## src/rtl/i2c_seq_pkg.sv

```systemverilog
package i2c_seq_pkg;

    localparam int BYTE_W  = 8;
    localparam int TADDR_W = 10;
    localparam int OP_W    = 3;

    typedef enum logic [OP_W-1:0] {
        OP_NONE   = 3'd0,
        OP_START  = 3'd1,
        OP_RSTART = 3'd2,
        OP_STOP   = 3'd3,
        OP_WRITE  = 3'd4,
        OP_READ   = 3'd5
    } bus_op_e;

    typedef enum logic [3:0] {
        S_IDLE,
        S_START,
        S_HDR,
        S_LOW,
        S_RSTART,
        S_HDR_RD,
        S_WR_WAIT,
        S_WR_BYTE,
        S_RD_BYTE,
        S_RD_PUSH,
        S_FIN,
        S_STOP,
        S_ABORT,
        S_DONE,
        S_FAIL
    } seq_state_e;

endpackage

```

## src/rtl/i2c_seq_addr.sv

```systemverilog
module i2c_seq_addr
    import i2c_seq_pkg::*;
(
    input  logic [TADDR_W-1:0] taddr,
    input  logic               ten,
    input  logic               rd,
    output logic [BYTE_W-1:0]  first_byte,
    output logic [BYTE_W-1:0]  low_byte,
    output logic [BYTE_W-1:0]  read_hdr
);

    localparam logic [4:0] TEN_MARK = 5'b11110;
    localparam int         SHORT_W  = BYTE_W - 1;

    always_comb begin
        if (ten) begin
            first_byte = {TEN_MARK, taddr[TADDR_W-1:TADDR_W-2], 1'b0};
        end else begin
            first_byte = {taddr[SHORT_W-1:0], rd};
        end
        low_byte = taddr[BYTE_W-1:0];
        read_hdr = {TEN_MARK, taddr[TADDR_W-1:TADDR_W-2], 1'b1};
    end

endmodule

```

## src/rtl/i2c_seq_count.sv

```systemverilog
module i2c_seq_count #(
    parameter int LEN_W = 8
) (
    input  logic             clk,
    input  logic             rst_n,
    input  logic             load,
    input  logic [LEN_W-1:0] load_val,
    input  logic             dec,
    output logic             is_zero,
    output logic             is_last,
    output logic [LEN_W-1:0] remaining
);

    localparam logic [LEN_W-1:0] ONE = LEN_W'(1);

    always_ff @(posedge clk or negedge rst_n) begin
        if (!rst_n) begin
            remaining <= '0;
        end else if (load) begin
            remaining <= load_val;
        end else if (dec) begin
            remaining <= remaining - ONE;
        end
    end

    assign is_zero = (remaining == '0);
    assign is_last = (remaining == ONE);

    // A byte is retired only while some remain (R10 stream accounting).
    assert_no_underflow_R10: assert property (@(posedge clk) disable iff (!rst_n)
        dec |-> (remaining != '0));

endmodule

```

## src/rtl/i2c_seq_hold.sv

```systemverilog
module i2c_seq_hold
    import i2c_seq_pkg::*;
(
    input  logic              clk,
    input  logic              rst_n,
    input  logic              wr_take,
    input  logic [BYTE_W-1:0] wr_in,
    input  logic              rd_take,
    input  logic [BYTE_W-1:0] rd_in,
    output logic [BYTE_W-1:0] wr_q,
    output logic [BYTE_W-1:0] rd_q
);

    always_ff @(posedge clk or negedge rst_n) begin
        if (!rst_n) begin
            wr_q <= '0;
            rd_q <= '0;
        end else begin
            if (wr_take) wr_q <= wr_in;
            if (rd_take) rd_q <= rd_in;
        end
    end

endmodule

```

## src/rtl/i2c_xact_seq.sv

```systemverilog
module i2c_xact_seq
    import i2c_seq_pkg::*;
#(
    parameter int LEN_W = 8
) (
    input  logic             clk,
    input  logic             rst_n,
    input  logic             req_valid,
    output logic             req_ready,
    input  logic [9:0]       req_addr,
    input  logic             req_ten,
    input  logic             req_read,
    input  logic [LEN_W-1:0] req_len,
    input  logic             wr_valid,
    output logic             wr_ready,
    input  logic [7:0]       wr_data,
    output logic             rd_valid,
    input  logic             rd_ready,
    output logic [7:0]       rd_data,
    output logic             cmd_valid,
    output logic [2:0]       cmd_op,
    output logic [7:0]       cmd_wdata,
    output logic             cmd_rack,
    input  logic             eng_done,
    input  logic             eng_nack,
    input  logic [7:0]       eng_rdata,
    input  logic             bus_fin,
    output logic             done,
    output logic             error
);

    seq_state_e state_q, state_d;

    logic [TADDR_W-1:0] addr_q;
    logic               ten_q;
    logic               rd_q;

    logic [BYTE_W-1:0]  first_byte, low_byte, read_hdr;
    logic [BYTE_W-1:0]  wr_byte, rd_byte;
    logic               cnt_zero, cnt_last;
    logic [LEN_W-1:0]   cnt_rem;

    logic               accept;
    logic               wr_take, rd_take, cnt_dec;
    logic               ack_ok;
    bus_op_e            op_now;
    seq_state_e         data_entry;

    assign accept = (state_q == S_IDLE) && req_valid;
    assign ack_ok = eng_done && !eng_nack;

    // ---------------- request capture ----------------
    always_ff @(posedge clk or negedge rst_n) begin
        if (!rst_n) begin
            addr_q <= '0;
            ten_q  <= 1'b0;
            rd_q   <= 1'b0;
        end else if (accept) begin
            addr_q <= req_addr;
            ten_q  <= req_ten;
            rd_q   <= req_read;
        end
    end

    i2c_seq_addr u_addr (
        .taddr      (addr_q),
        .ten        (ten_q),
        .rd         (rd_q),
        .first_byte (first_byte),
        .low_byte   (low_byte),
        .read_hdr   (read_hdr)
    );

    assign cnt_dec = ((state_q == S_WR_BYTE) && ack_ok)
                   || ((state_q == S_RD_PUSH) && rd_ready);

    i2c_seq_count #(.LEN_W(LEN_W)) u_count (
        .clk       (clk),
        .rst_n     (rst_n),
        .load      (accept),
        .load_val  (req_len),
        .dec       (cnt_dec),
        .is_zero   (cnt_zero),
        .is_last   (cnt_last),
        .remaining (cnt_rem)
    );

    assign wr_take = (state_q == S_WR_WAIT) && wr_valid;
    assign rd_take = (state_q == S_RD_BYTE) && eng_done;

    i2c_seq_hold u_hold (
        .clk     (clk),
        .rst_n   (rst_n),
        .wr_take (wr_take),
        .wr_in   (wr_data),
        .rd_take (rd_take),
        .rd_in   (eng_rdata),
        .wr_q    (wr_byte),
        .rd_q    (rd_byte)
    );

    // ---------------- state register ----------------
    always_ff @(posedge clk or negedge rst_n) begin
        if (!rst_n) state_q <= S_IDLE;
        else        state_q <= state_d;
    end

    // first state of the data phase once addressing is complete
    always_comb begin
        if (cnt_zero)  data_entry = S_STOP;
        else if (rd_q) data_entry = S_RD_BYTE;
        else           data_entry = S_WR_WAIT;
    end

    // ---------------- next state ----------------
    always_comb begin
        state_d = state_q;
        unique case (state_q)
            S_IDLE:    if (req_valid) state_d = S_START;
            S_START:   if (eng_done) state_d = S_HDR;
            S_HDR: begin
                if (eng_done) begin
                    if (eng_nack)   state_d = S_ABORT;
                    else if (ten_q) state_d = S_LOW;
                    else            state_d = data_entry;
                end
            end
            S_LOW: begin
                if (eng_done) begin
                    if (eng_nack)  state_d = S_ABORT;
                    else if (rd_q) state_d = S_RSTART;
                    else           state_d = data_entry;
                end
            end
            S_RSTART:  if (eng_done) state_d = S_HDR_RD;
            S_HDR_RD: begin
                if (eng_done) state_d = eng_nack ? S_ABORT : data_entry;
            end
            S_WR_WAIT: if (wr_valid) state_d = S_WR_BYTE;
            S_WR_BYTE: begin
                if (eng_done) begin
                    if (eng_nack)      state_d = S_ABORT;
                    else if (cnt_last) state_d = S_FIN;
                    else               state_d = S_WR_WAIT;
                end
            end
            S_RD_BYTE: if (eng_done) state_d = S_RD_PUSH;
            S_RD_PUSH: begin
                if (rd_ready) state_d = cnt_last ? S_FIN : S_RD_BYTE;
            end
            S_FIN:     if (bus_fin) state_d = S_STOP;
            S_STOP:    if (eng_done) state_d = S_DONE;
            S_ABORT:   if (eng_done) state_d = S_FAIL;
            S_DONE:    state_d = S_IDLE;
            S_FAIL:    state_d = S_IDLE;
            default:   state_d = S_IDLE;
        endcase
    end

    // ---------------- outputs ----------------
    always_comb begin
        op_now    = OP_NONE;
        cmd_wdata = '0;
        cmd_rack  = 1'b0;
        unique case (state_q)
            S_START:   op_now = OP_START;
            S_HDR:     begin op_now = OP_WRITE; cmd_wdata = first_byte; end
            S_LOW:     begin op_now = OP_WRITE; cmd_wdata = low_byte;   end
            S_RSTART:  op_now = OP_RSTART;
            S_HDR_RD:  begin op_now = OP_WRITE; cmd_wdata = read_hdr;   end
            S_WR_BYTE: begin op_now = OP_WRITE; cmd_wdata = wr_byte;    end
            S_RD_BYTE: begin op_now = OP_READ;  cmd_rack  = !cnt_last;  end
            S_STOP, S_ABORT: op_now = OP_STOP;
            default:   op_now = OP_NONE;
        endcase
    end

    assign cmd_op    = op_now;
    assign cmd_valid = (op_now != OP_NONE);
    assign req_ready = (state_q == S_IDLE);
    assign wr_ready  = (state_q == S_WR_WAIT);
    assign rd_valid  = (state_q == S_RD_PUSH);
    assign rd_data   = rd_byte;
    assign done      = (state_q == S_DONE);
    assign error     = (state_q == S_FAIL);

    // ---------------- assertions ----------------
    assert_accept_starts_R8: assert property (@(posedge clk) disable iff (!rst_n)
        (req_valid && req_ready) |=> (cmd_valid && cmd_op == OP_START));

    assert_nack_then_stop_R6: assert property (@(posedge clk) disable iff (!rst_n)
        (cmd_valid && cmd_op == OP_WRITE && eng_done && eng_nack)
            |=> (cmd_valid && cmd_op == OP_STOP));

    assert_pulses_exclusive_R7: assert property (@(posedge clk) disable iff (!rst_n)
        !(done && error));

    assert_done_single_R7: assert property (@(posedge clk) disable iff (!rst_n)
        done |=> !done);

    assert_done_after_stop_R7: assert property (@(posedge clk) disable iff (!rst_n)
        done |-> $past(cmd_valid && cmd_op == OP_STOP && eng_done));

    assert_rd_hold_R10: assert property (@(posedge clk) disable iff (!rst_n)
        (rd_valid && !rd_ready) |=> (rd_valid && $stable(rd_data)));

    assert_fin_before_stop_R5: assert property (@(posedge clk) disable iff (!rst_n)
        (state_q == S_FIN && !bus_fin) |=> !(cmd_valid && cmd_op == OP_STOP));

    assert_last_read_nack_R4: assert property (@(posedge clk) disable iff (!rst_n)
        (cmd_valid && cmd_op == OP_READ && cnt_rem == LEN_W'(1)) |-> !cmd_rack);

endmodule

```

## config.mk

```make
export PLATFORM = sky130hd
export DESIGN_NAME = i2c_xact_seq
export DESIGN_NICKNAME = d
export VERILOG_FILES = /design/src/rtl/i2c_seq_pkg.sv /design/src/rtl/i2c_seq_addr.sv /design/src/rtl/i2c_seq_count.sv /design/src/rtl/i2c_seq_hold.sv /design/src/rtl/i2c_xact_seq.sv
export SDC_FILE = /design/constraint.sdc
export NUM_CORES = 1
export LEC_CHECK = 0
export CAP_MARGIN = 20
export CORE_ASPECT_RATIO = 0.5
export CORE_MARGIN = 1.5
export CORE_UTILIZATION = 40
export CTS_BUF_LIST = sky130_fd_sc_hd__clkbuf_16
export CTS_CLUSTER_SIZE = 12
export DETAILED_ROUTE_END_ITERATION = 12
export MAX_ROUTING_LAYER = met4
export PLACE_DENSITY = 0.69
export SLEW_MARGIN = 10
export SYNTH_ARGS = -nofsm -noshare
export SYNTH_HDL_FRONTEND = slang
export SYNTH_SLANG_ARGS = --single-unit
```

## constraint.sdc

```tcl
create_clock -name clk -period 5 [get_ports clk]
set_clock_uncertainty 0.2 [all_clocks]
set_input_delay 0.75 -clock clk [delete_from_list [all_inputs] [get_ports clk]]
set_output_delay 0.75 -clock clk [all_outputs]
set_load 0.05 [all_outputs]
```

# Word-level counts from Yosys, hierarchy flattened
# Index checks and enable logic that the tools add are counted.
dict set report word_totals {
  reg_bits 40
  inputBits 44
  output_inout_bits 26
  word_cells 82
}
dict set report op_classes {
  addsub 1
  n_eq_ne 28
  muxes 30
  reduce_logical 16
}
# operator n
set ops {}
lappend ops {{$mux 4} 22}
lappend ops {{$pmux 4 s13} 1}
lappend ops {{$pmux 8 s4} 1}
lappend ops {{$eq 4x4->1 const B} 7}
lappend ops {{$mux 8} 3}
lappend ops {{$ne 2x2->1 const B} 12}
lappend ops {{$eq 4x3->1 const B} 4}
lappend ops {{$pmux 3 s5} 1}
lappend ops {{$reduce_and 13->1} 1}
lappend ops {{$eq 4x2->1 const B} 2}
lappend ops {{$eq 8x1->1 const B} 1}
lappend ops {{$logic_not 8->1} 1}
lappend ops {{$sub 8x1->8 const B} 1}
lappend ops {{$logic_and 1x1->1} 6}
lappend ops {{$eq 4x1->1 const B} 1}
lappend ops {{$logic_not 4->1} 1}
lappend ops {{$reduce_or 4->1} 1}
lappend ops {{$reduce_bool 3->1} 1}
lappend ops {{$logic_not 1->1} 2}
lappend ops {{$mux 2} 1}
lappend ops {{$ne 2x1->1 const B} 1}
lappend ops {{$reduce_bool 2->1} 1}
lappend ops {{$reduce_or 2->1} 1}
lappend ops {{$logic_or 1x1->1} 1}
lappend ops {{$mux 1} 1}

# Logic depth before layout (Yosys ltp)
# Gate-level depths: netlist of the first run.
dict set report logic_depth {
  ltp_word 6
  mapped_depth 7
  ltp_nobuf 7
}

# By module
# A second synthesis of the first run with hierarchy kept.
dict set report hier_totals {
  cells_unflattened 279
  hier_area_um2 2786.4
}
# mod n_inst cells_each area_per_inst_um2 seq_area_each_um2
set modules_own_cells {}
lappend modules_own_cells {i2c_xact_seq 1 166 1455.1 400.4}
lappend modules_own_cells {i2c_seq_hold 1 34 663.1 400.4}
lappend modules_own_cells {i2c_seq_count 1 53 475.5 200.2}
lappend modules_own_cells {i2c_seq_addr 1 26 192.7 0.0}

# Worst setup path after synthesis of the first run
# Ideal clock, no wire load.
dict set report synth_path {
  path_type {flip-flop to output port}
  startpoint {register state_q[3]}
  endpoint {output error}
  arrival_time_ns 2.404
  t_required_ns 4.050
  setup_slack_ns 1.646
  stages_incl_launch_ff 5
  n_path_buf 2
  cell_sequence {dfrtp_1 -> buf_6 -> buf_2 -> inv_1 -> nor4_1}
}
dict set report synth_between {
  elab_chain_len 1
}
# element line_no
set synth_rtl {}
lappend synth_rtl {{start, declared} i2c_xact_seq.sv:32} ;# seq_state_e state_q, state_d;
lappend synth_rtl {{start signal, assigned} i2c_xact_seq.sv:105} ;# else state_q <= state_d;
lappend synth_rtl {{$eq 4x4->1} i2c_xact_seq.sv:185} ;# assign error = (state_q == S_FAIL);
lappend synth_rtl {{end, declared} i2c_xact_seq.sv:29} ;# output logic error
# No other way between the ends.

# Final worst setup path of the first run
dict set report layout_path {
  startpoint {register state_q[1]}
  endpoint {output cmd_wdata[0]}
}
dict set report layout_between {
  elab_chain_len 2
  elab_cells_between_ends 5
  classes_between {eq/ne (4); mux (1)}
}
# element line_no
set layout_rtl {}
lappend layout_rtl {{$eq 4x3->1 or $eq 4x2->1 (tied branches)} i2c_xact_seq.sv:165} ;# unique case (state_q)
lappend layout_rtl {{$pmux 8 s4 (*)} i2c_xact_seq.sv:165}
lappend layout_rtl {{end, declared} i2c_xact_seq.sv:22} ;# output logic [7:0] cmd_wdata,
# Every way passes the cells marked *; elsewhere a longest branch is shown, timed or not.

==> results of run 1 <==
-- area by class of cell --
type | count | area [µm²] | area share [%]
Clock buffer | 5 | 125 | 3.76
Clock inverter | 2 | 12.5 | 0.376
Inverter | 12 | 45.0 | 1.35
Multi-Input combinational cell | 220 | 1350 | 40.5
Sequential cell | 40 | 1000 | 30.1
Tap cell | 88 | 110 | 3.31
Timing Repair Buffer | 69 | 686 | 20.6
-- kinds of logic (layout without fill, tap and decap cells) --
| kind of cell | Yosys count | count (layout) | share of synthesized area [%] |
|---|---|---|---|
| adders and majority gates | 3 | 3 | 1.51 |
| DFF | 40 | 40 | 40.1 |
| muxes | 16 | 16 | 7.23 |
| AOI/OAI and AO/OA | 81 | 81 | 21.3 |
| xor gates and xnor gates | 1 | 1 | 0.351 |
| buffers and inverters | 29 | 88 | 5.77 |
| and+or+nand+nor | 119 | 119 | 23.7 |
-- worst reg2reg max path, cell delays in order (launching register included) --
cell       delay [ns]
dfrtp_1          0.66
nor4_2           0.49
and2_1           0.72
nor3_1           0.16
a22oi_1          0.18
o2bb2ai_1        0.09
-- per-stage QoR --
step / total power [mW] / hold slack (ns) / std cells / cell area (µm²) / setup WS, ns
after floorplan: 1.54 / 0.246 / 289 / 2490 / 1.65
after global placement: 1.87 / 0.275 / 429 / 3190 / 1.54
after detailed placement: 1.89 / 0.272 / 429 / 3190 / 1.49
after CTS: 2.21 / 0.289 / 436 / 3330 / 1.18
after global routing: 2.35 / 0.313 / 436 / 3330 / 0.975
final: 2.21 / 0.284 / 436 / 3330 / 1.17
-- report_power, final --
group          switching, mW  internal, mW  leakage (nW)  total (mW)
Sequential             0.209         0.476         0.491       0.685
Combinational          0.747         0.463         0.824        1.21
Clock                  0.132         0.181        0.0657       0.314
-- sequential cells by signal, indices dropped and copies added (netlist names) --
signal and flops:
addr_q 10, u_count.remaining 8, u_hold.rd_q 8, u_hold.wr_q 8, state_q 4, rd_q 1
ten_q 1
-- cells in the final DEF, fill, tap and decap left out, drive strengths merged, types with 3 or more instances in the layout --
cell type,count
clkdlybuf4s50,68
nand2,59
dfrtp,40
o21ai,25
nor2,16
mux2,16
a21oi,15
inv,12
nor3,10
nand3,9
o22ai,8
a211oi,5
clkbuf,5
or2,4
and2,3
a222oi,3
nor2b,3
and3,3
a21boi,3
o211ai,3
a22oi,3
ha,3
nor4b,3
-- worst max path at each step --
stage / start / to / slack (ns) / cells past startpoint
CTS: state_q[1] / cmd_wdata[2] / 1.18 / 5
detailed placement: state_q[1] / cmd_wdata[2] / 1.49 / 5
global route: state_q[1] / cmd_wdata[2] / 0.97 / 5
global placement: state_q[1] / cmd_wdata[5] / 1.54 / 5
floorplan: state_q[3] / error / 1.65 / 4
finish: state_q[1] / cmd_wdata[0] / 1.17 / 5
-- routing by layer --
layer | vias to the layer above | track usage, %
met5 | - | -
met4 | 0 | 6.61
met3 | 15 | 5.77
met2 | 78 | 33.7
met1 | 1134 | 31.2
li1 | 1158 | -
==> impl_metrics.prom, run 1 <==
# TYPE chip_impl_metric gauge
chip_impl_metric{name="drt_wl_total",unit="µm"} 6950
chip_impl_metric{name="synth-seq-cells",unit=""} 40
chip_impl_metric{name="worst_slew_margin_rel",unit="%"} 37.5
chip_impl_metric{name="critical_path_peak_fanout",unit=""} 24
chip_impl_metric{name="timing.setup.tns",unit="ns"} 0
chip_impl_metric{name="remaining_drc_errors",unit=""} 0
chip_impl_metric{name="grt_remaining_overflow",unit=""} 0
chip_impl_metric{name="timing_hold_violations_final",unit=""} 0
chip_impl_metric{name="pwr_density_cell",unit="nW/µm²"} 663
chip_impl_metric{name="synth_largest_type_area_fraction",unit="%"} 40.1
chip_impl_metric{name="crit_required",unit="ns"} 4.05
chip_impl_info{name="synth_area_leaders",value="dfrtp_1 40%, nand2_1 8.7%, mux2_2 7.2%"} 1
chip_impl_metric{name="via_count_of_the_first_global_routing_pass",unit=""} 2295
chip_impl_info{name="timing.hold.worst.class",value="reg -> reg"} 1
chip_impl_info{name="hold_path.startpoint",value="addr_q[9]"} 1
chip_impl_info{name="cell_with_the_most_instances_after_synthesis",value="nand2_1"} 1
chip_impl_metric{name="post_route_cells_drive_above_1_share",unit="%"} 10.6
chip_impl_metric{name="die_height",unit="µm"} 58.8
chip_impl_metric{name="min_period",unit="ns"} 3.83
chip_impl_metric{name="utilization",unit="%"} 55.0
chip_impl_metric{name="area.growth.synth_to_final",unit="%"} 33.5
chip_impl_metric{name="ys_seq_area_share",unit="%"} 40.1
chip_impl_metric{name="cts_max_path_buffers",unit=""} 2
chip_impl_metric{name="min_period_over_period",unit="%"} 76.7
chip_impl_metric{name="initialDrtViolationCount",unit=""} 125
chip_impl_metric{name="length_of_routed_wiring_on_met1",unit="µm"} 3390
chip_impl_info{name="critPathLaunchType",value="register"} 1
chip_impl_info{name="tritoncts",value="built"} 1
chip_impl_info{name="r2r-end",value="u_count.remaining[6]"} 1
chip_impl_metric{name="timing.final.setup_violations",unit=""} 0
chip_impl_metric{name="cp.buffers_inverters",unit=""} 2
chip_impl_metric{name="core.rowCount",unit=""} 20
chip_impl_info{name="synth_top_flop_cell",value="dfrtp_1"} 1
chip_impl_info{name="unrepaired_setup_endpoints_after_global_routing",value="false"} 1
chip_impl_metric{name="io_pins",unit=""} 70
chip_impl_metric{name="route.met2.wl",unit="µm"} 2980
chip_impl_metric{name="die_area",unit="µm²"} 6750
chip_impl_metric{name="mappedNetlistNets",unit=""} 336
chip_impl_metric{name="postRouteAntennaNets",unit=""} 0
chip_impl_metric{name="layout.filler_cells",unit=""} 592
chip_impl_metric{name="initial_cell_density_of_the_core",unit="%"} 41.2
chip_impl_metric{name="worst-endpoint-arrival",unit="ns"} 2.88
chip_impl_metric{name="max-cap-violations",unit=""} 0
chip_impl_metric{name="postSynthAreaPerCell",unit="µm²"} 8.63
chip_impl_metric{name="floorplan.die.width",unit="µm"} 115
chip_impl_metric{name="ys_types",unit=""} 53
chip_impl_info{name="timing.setup.critical_path_class",value="reg -> out"} 1
chip_impl_metric{name="worst_ir_drop_vdd",unit="µV"} 334
chip_impl_metric{name="syn_area",unit="µm²"} 2490
chip_impl_metric{name="p_leak",unit="nW"} 1.38
chip_impl_metric{name="hold-path-cell-count",unit=""} 2
chip_impl_metric{name="finalNetCount",unit=""} 395
chip_impl_metric{name="cts_resized",unit=""} 0
chip_impl_info{name="leading_post_synthesis_cells_by_instance_count",value="58 x nand2_1, 40 x dfrtp_1, 25 x o21ai_0"} 1
chip_impl_info{name="element_type_at_the_critical_path_end",value="output pin"} 1
chip_impl_info{name="critical_path.reg2reg.startpoint",value="state_q[0]"} 1
chip_impl_info{name="synth_largest_area_cell",value="dfrtp_1"} 1
chip_impl_metric{name="cts.reportedPaths.clkPinSlew",unit="ns"} 0.06
chip_impl_metric{name="viasPerCell",unit=""} 5.47
chip_impl_info{name="root_buffer",value="clkbuf_16"} 1
chip_impl_metric{name="met3_length",unit="µm"} 457
chip_impl_info{name="critical_path.top_delay_family",value="buffers and inverters"} 1
chip_impl_info{name="highest-signal-layer",value="met4"} 1
chip_impl_metric{name="insertedDiodeCount",unit=""} 0
chip_impl_metric{name="worst-r2r-cell-count",unit=""} 5
chip_impl_metric{name="ys_warn_count",unit=""} 0
chip_impl_metric{name="asyncSetResetFlopFracSynth",unit="%"} 100
chip_impl_metric{name="detailroute.via_count",unit=""} 2385
chip_impl_info{name="hold-path-endpoint",value="addr_q[9]"} 1
chip_impl_metric{name="grt.total_usage",unit="%"} 22.8
chip_impl_metric{name="synth_edf_count",unit=""} 0
chip_impl_metric{name="post_dp_hpwl",unit="µm"} 4960
chip_impl_metric{name="cts_setup_buffers",unit=""} 0
chip_impl_metric{name="cts-buffers-inserted",unit=""} 5
chip_impl_metric{name="detail_route.first_pass.iterations",unit=""} 4
chip_impl_info{name="timing.critical_path.slowest_stage_cell",value="clkdlybuf4s50_1"} 1
chip_impl_metric{name="wl_per_cell",unit="µm"} 15.9
chip_impl_metric{name="tightestPinTransition",unit="ns"} 0.937
chip_impl_metric{name="grt_start_max_net_pins",unit=""} 41
chip_impl_info{name="status",value="finished, final reports clean"} 1
chip_impl_metric{name="gp_congestion",unit=""} 0.900
chip_impl_metric{name="final-max-slew-violation-count",unit=""} 0
chip_impl_metric{name="htree_num_levels",unit=""} 2
chip_impl_metric{name="cts_hold_buffers",unit=""} 0
chip_impl_metric{name="grt_antenna_before_repair",unit=""} 0
chip_impl_metric{name="core_region_area",unit="µm²"} 6060
chip_impl_metric{name="ff2ff_setup_slack",unit="ns"} 2.38
chip_impl_metric{name="number_of_port_buffers",unit=""} 69
chip_impl_metric{name="gate_count_of_the_mapped_netlist",unit=""} 289
chip_impl_metric{name="grt_pass1_wl",unit="µm"} 11400
chip_impl_metric{name="critPathMaxStageDelay",unit="ns"} 0.83
chip_impl_metric{name="cts.sinks",unit=""} 40
chip_impl_metric{name="max_freq",unit="MHz"} 261
chip_impl_info{name="crit_path_cell_trace",value="inv_1, nor2_1, a21boi_0, o21ai_0, clkdlybuf4s50_1"} 1
chip_impl_metric{name="clk-insertion-delay-late",unit="ns"} 0.29
Power figures use the tool's default switching activity.
==> run 2: changes to the inputs <==
- clock period: 5 -> 3.6 ns (I/O delays scaled with it)
==> run 2 against run 1 <==
Compared with the run above:
- largest power group unchanged
- largest cell class unchanged
- hold slack worse by 0.096 ns
- utilization is 1.3 points higher
- non-clock buffer count is 6 higher
- cell count is 1.6% higher
==> impl_metrics.prom, run 2 (synthesis results as in run 1) <==
# TYPE chip_impl_metric gauge
chip_impl_metric{name="gp_congestion",unit=""} 0.899
chip_impl_metric{name="detail_route.first_pass.iterations",unit=""} 4
chip_impl_metric{name="cts_max_path_buffers",unit=""} 2
chip_impl_metric{name="max-cap-violations",unit=""} 0
chip_impl_metric{name="grt_antenna_before_repair",unit=""} 0
chip_impl_metric{name="grt.total_usage",unit="%"} 22.3
chip_impl_metric{name="number_of_port_buffers",unit=""} 69
chip_impl_metric{name="insertedDiodeCount",unit=""} 0
chip_impl_metric{name="via_count_of_the_first_global_routing_pass",unit=""} 2241
chip_impl_metric{name="critPathMaxStageDelay",unit="ns"} 0.86
chip_impl_metric{name="remaining_drc_errors",unit=""} 0
chip_impl_metric{name="viasPerCell",unit=""} 5.39
chip_impl_metric{name="tightestPinTransition",unit="ns"} 0.911
chip_impl_metric{name="clk-insertion-delay-late",unit="ns"} 0.28
chip_impl_metric{name="detailroute.via_count",unit=""} 2387
chip_impl_info{name="endpoint",value="cmd_op[2]"} 1
chip_impl_metric{name="met2_usage",unit="%"} 32.6
chip_impl_metric{name="final-max-slew-violation-count",unit=""} 0
chip_impl_info{name="critPathLaunchType",value="register"} 1
chip_impl_metric{name="largest_register_ffs",unit=""} 10
chip_impl_metric{name="core.rowCount",unit=""} 20
chip_impl_metric{name="ff2ff_setup_slack",unit="ns"} 1.04
chip_impl_metric{name="postRouteAntennaNets",unit=""} 0
chip_impl_metric{name="worst_ir_drop_vdd",unit="µV"} 453
chip_impl_info{name="crit_path_cell_trace",value="buf_4, nor2b_1, nand2_1, o21ai_0, clkdlybuf4s50_1"} 1
chip_impl_metric{name="io_pins",unit=""} 70
chip_impl_metric{name="grt_start_max_net_pins",unit=""} 41
chip_impl_metric{name="min_period",unit="ns"} 3.31
chip_impl_metric{name="switching_share",unit="%"} 47.9
chip_impl_metric{name="core_region_area",unit="µm²"} 6060
chip_impl_metric{name="grt_remaining_overflow",unit=""} 0
chip_impl_metric{name="whs",unit="ns"} 0.188
chip_impl_metric{name="timing.final.setup_violations",unit=""} 0
chip_impl_info{name="r2r-end",value="u_count.remaining[6]"} 1
chip_impl_metric{name="drt_wl_total",unit="µm"} 6840
chip_impl_metric{name="area.growth.synth_to_final",unit="%"} 36.6
chip_impl_metric{name="initial_cell_density_of_the_core",unit="%"} 41.2
chip_impl_metric{name="finalInstanceArea",unit="µm²"} 3410
chip_impl_metric{name="cts_resized",unit=""} 0
chip_impl_metric{name="pwr-share-seq",unit="%"} 27.6
chip_impl_metric{name="pwr_density_cell",unit="nW/µm²"} 938
chip_impl_info{name="root_buffer",value="clkbuf_16"} 1
chip_impl_info{name="gr-max-usage-layer",value="met2"} 1
chip_impl_metric{name="timing_hold_violations_final",unit=""} 0
chip_impl_metric{name="layout.filler_cells",unit=""} 580
chip_impl_metric{name="cts_hold_buffers",unit=""} 0
chip_impl_info{name="critical_path.startpoint",value="state_q[3]"} 1
chip_impl_metric{name="worst-r2r-cell-count",unit=""} 7
chip_impl_metric{name="worst_slew_margin_rel",unit="%"} 39.3
chip_impl_metric{name="wl_per_cell",unit="µm"} 15.4
chip_impl_metric{name="die_area",unit="µm²"} 6750
chip_impl_metric{name="htree_num_levels",unit=""} 2
chip_impl_metric{name="worst-endpoint-arrival",unit="ns"} 2.57
chip_impl_metric{name="cts.reportedPaths.clkPinSlew",unit="ns"} 0.06
chip_impl_info{name="timing.setup.critical_path_class",value="reg -> out"} 1
chip_impl_info{name="timing.critical_path.slowest_stage_cell",value="clkdlybuf4s50_1"} 1
chip_impl_metric{name="p_leak",unit="nW"} 1.43
chip_impl_metric{name="cp.buffers_inverters",unit=""} 2
chip_impl_metric{name="floorplan.die.width",unit="µm"} 115
chip_impl_metric{name="power_frac_comb",unit="%"} 56.2
chip_impl_metric{name="initialDrtViolationCount",unit=""} 133
chip_impl_info{name="tritoncts",value="built"} 1
chip_impl_metric{name="post_route_cells_drive_above_1_share",unit="%"} 12.4
chip_impl_info{name="registers.top_by_ff_count",value="addr_q"} 1
chip_impl_info{name="mostFrequentLayoutCells",value="68 x clkdlybuf4s50_1, 58 x nand2_1, 40 x dfrtp_1"} 1
chip_impl_metric{name="grt.met3_usage",unit="%"} 4.33
chip_impl_metric{name="min_period_over_period",unit="%"} 91.8
chip_impl_info{name="critical_path.reg2reg.startpoint",value="state_q[0]"} 1
chip_impl_info{name="layout.cells.most_common",value="clkdlybuf4s50_1"} 1
chip_impl_metric{name="cts.sinks",unit=""} 40
chip_impl_metric{name="utilization",unit="%"} 56.3
chip_impl_info{name="status",value="finished, final reports clean"} 1
chip_impl_metric{name="post_dp_hpwl",unit="µm"} 5060
chip_impl_metric{name="timing.setup.tns",unit="ns"} 0
chip_impl_metric{name="max_freq",unit="MHz"} 302
chip_impl_info{name="timing.hold.worst.class",value="in -> async"} 1
chip_impl_metric{name="finalNetCount",unit=""} 401
chip_impl_metric{name="switching_power",unit="mW"} 1.53
chip_impl_metric{name="power.share.clock",unit="%"} 16.3
chip_impl_metric{name="grt_pass1_wl",unit="µm"} 11300
chip_impl_info{name="element_type_at_the_critical_path_end",value="output pin"} 1
chip_impl_metric{name="die_height",unit="µm"} 58.8
chip_impl_metric{name="critical_path_peak_fanout",unit=""} 16
chip_impl_metric{name="cp_num_cells",unit=""} 5
chip_impl_metric{name="power",unit="mW"} 3.20
chip_impl_metric{name="globalRouteMet1Util",unit="%"} 31.9
chip_impl_metric{name="cts-buffers-inserted",unit=""} 5
chip_impl_metric{name="crit_required",unit="ns"} 2.86
chip_impl_info{name="unrepaired_setup_endpoints_after_global_routing",value="false"} 1
chip_impl_info{name="critical_path.top_delay_family",value="buffers and inverters"} 1
chip_impl_metric{name="dpl-instance-area",unit="µm²"} 3240
chip_impl_metric{name="cell_internal_pwr",unit="mW"} 1.66
chip_impl_metric{name="cts_setup_buffers",unit=""} 0
run 2: power groups by stage:
stage	combinational (mW)	sequential (mW)	clock [mW]
2_1_floorplan	1.18	0.956	0
3_3_place_gp	1.77	0.870	0
3_5_place_dp	1.79	0.883	0
4_1_cts	1.79	0.877	0.531
5_1_grt	1.93	0.918	0.549
6_report	1.80	0.881	0.520
run 2: worst min-delay path by stage:
stage	slack [ns]	endpoint	depth (start not counted)
2_1_floorplan	0.04	addr_q[0]	0
3_3_place_gp	0.26	addr_q[9]	2
3_5_place_dp	0.27	addr_q[7]	2
4_1_cts	0.23	u_hold.rd_q[7]	1
5_1_grt	0.28	u_hold.wr_q[0]	1
6_report	0.19	u_hold.wr_q[0]	1
run 2: final cells by class:
cell class,instances,area [µm²],area share [%]
Clock buffer,5,125,3.67
Timing Repair Buffer,75,731,21.4
Multi-Input combinational cell,220,1350,39.6
Inverter,12,45.0,1.32
Tap cell,88,110,3.23
Sequential cell,40,1000,29.4
Clock inverter,3,46.3,1.36
run 2: stage by stage:
step	worst slack (ns)	cells
4_1_cts	0.330	443
3_3_place_gp	0.667	435
6_report	0.294	443
3_5_place_dp	0.653	435
2_1_floorplan	0.456	289
5_1_grt	0.182	443
run 2: metal layers:
| metal | up-vias | routed length [µm] |
|---|---|---|
| met5 | - | 0 |
| met4 | 0 | 63 |
| met3 | 6 | 316 |
| met2 | 75 | 3020 |
| met1 | 1137 | 3430 |
| li1 | 1169 | - |
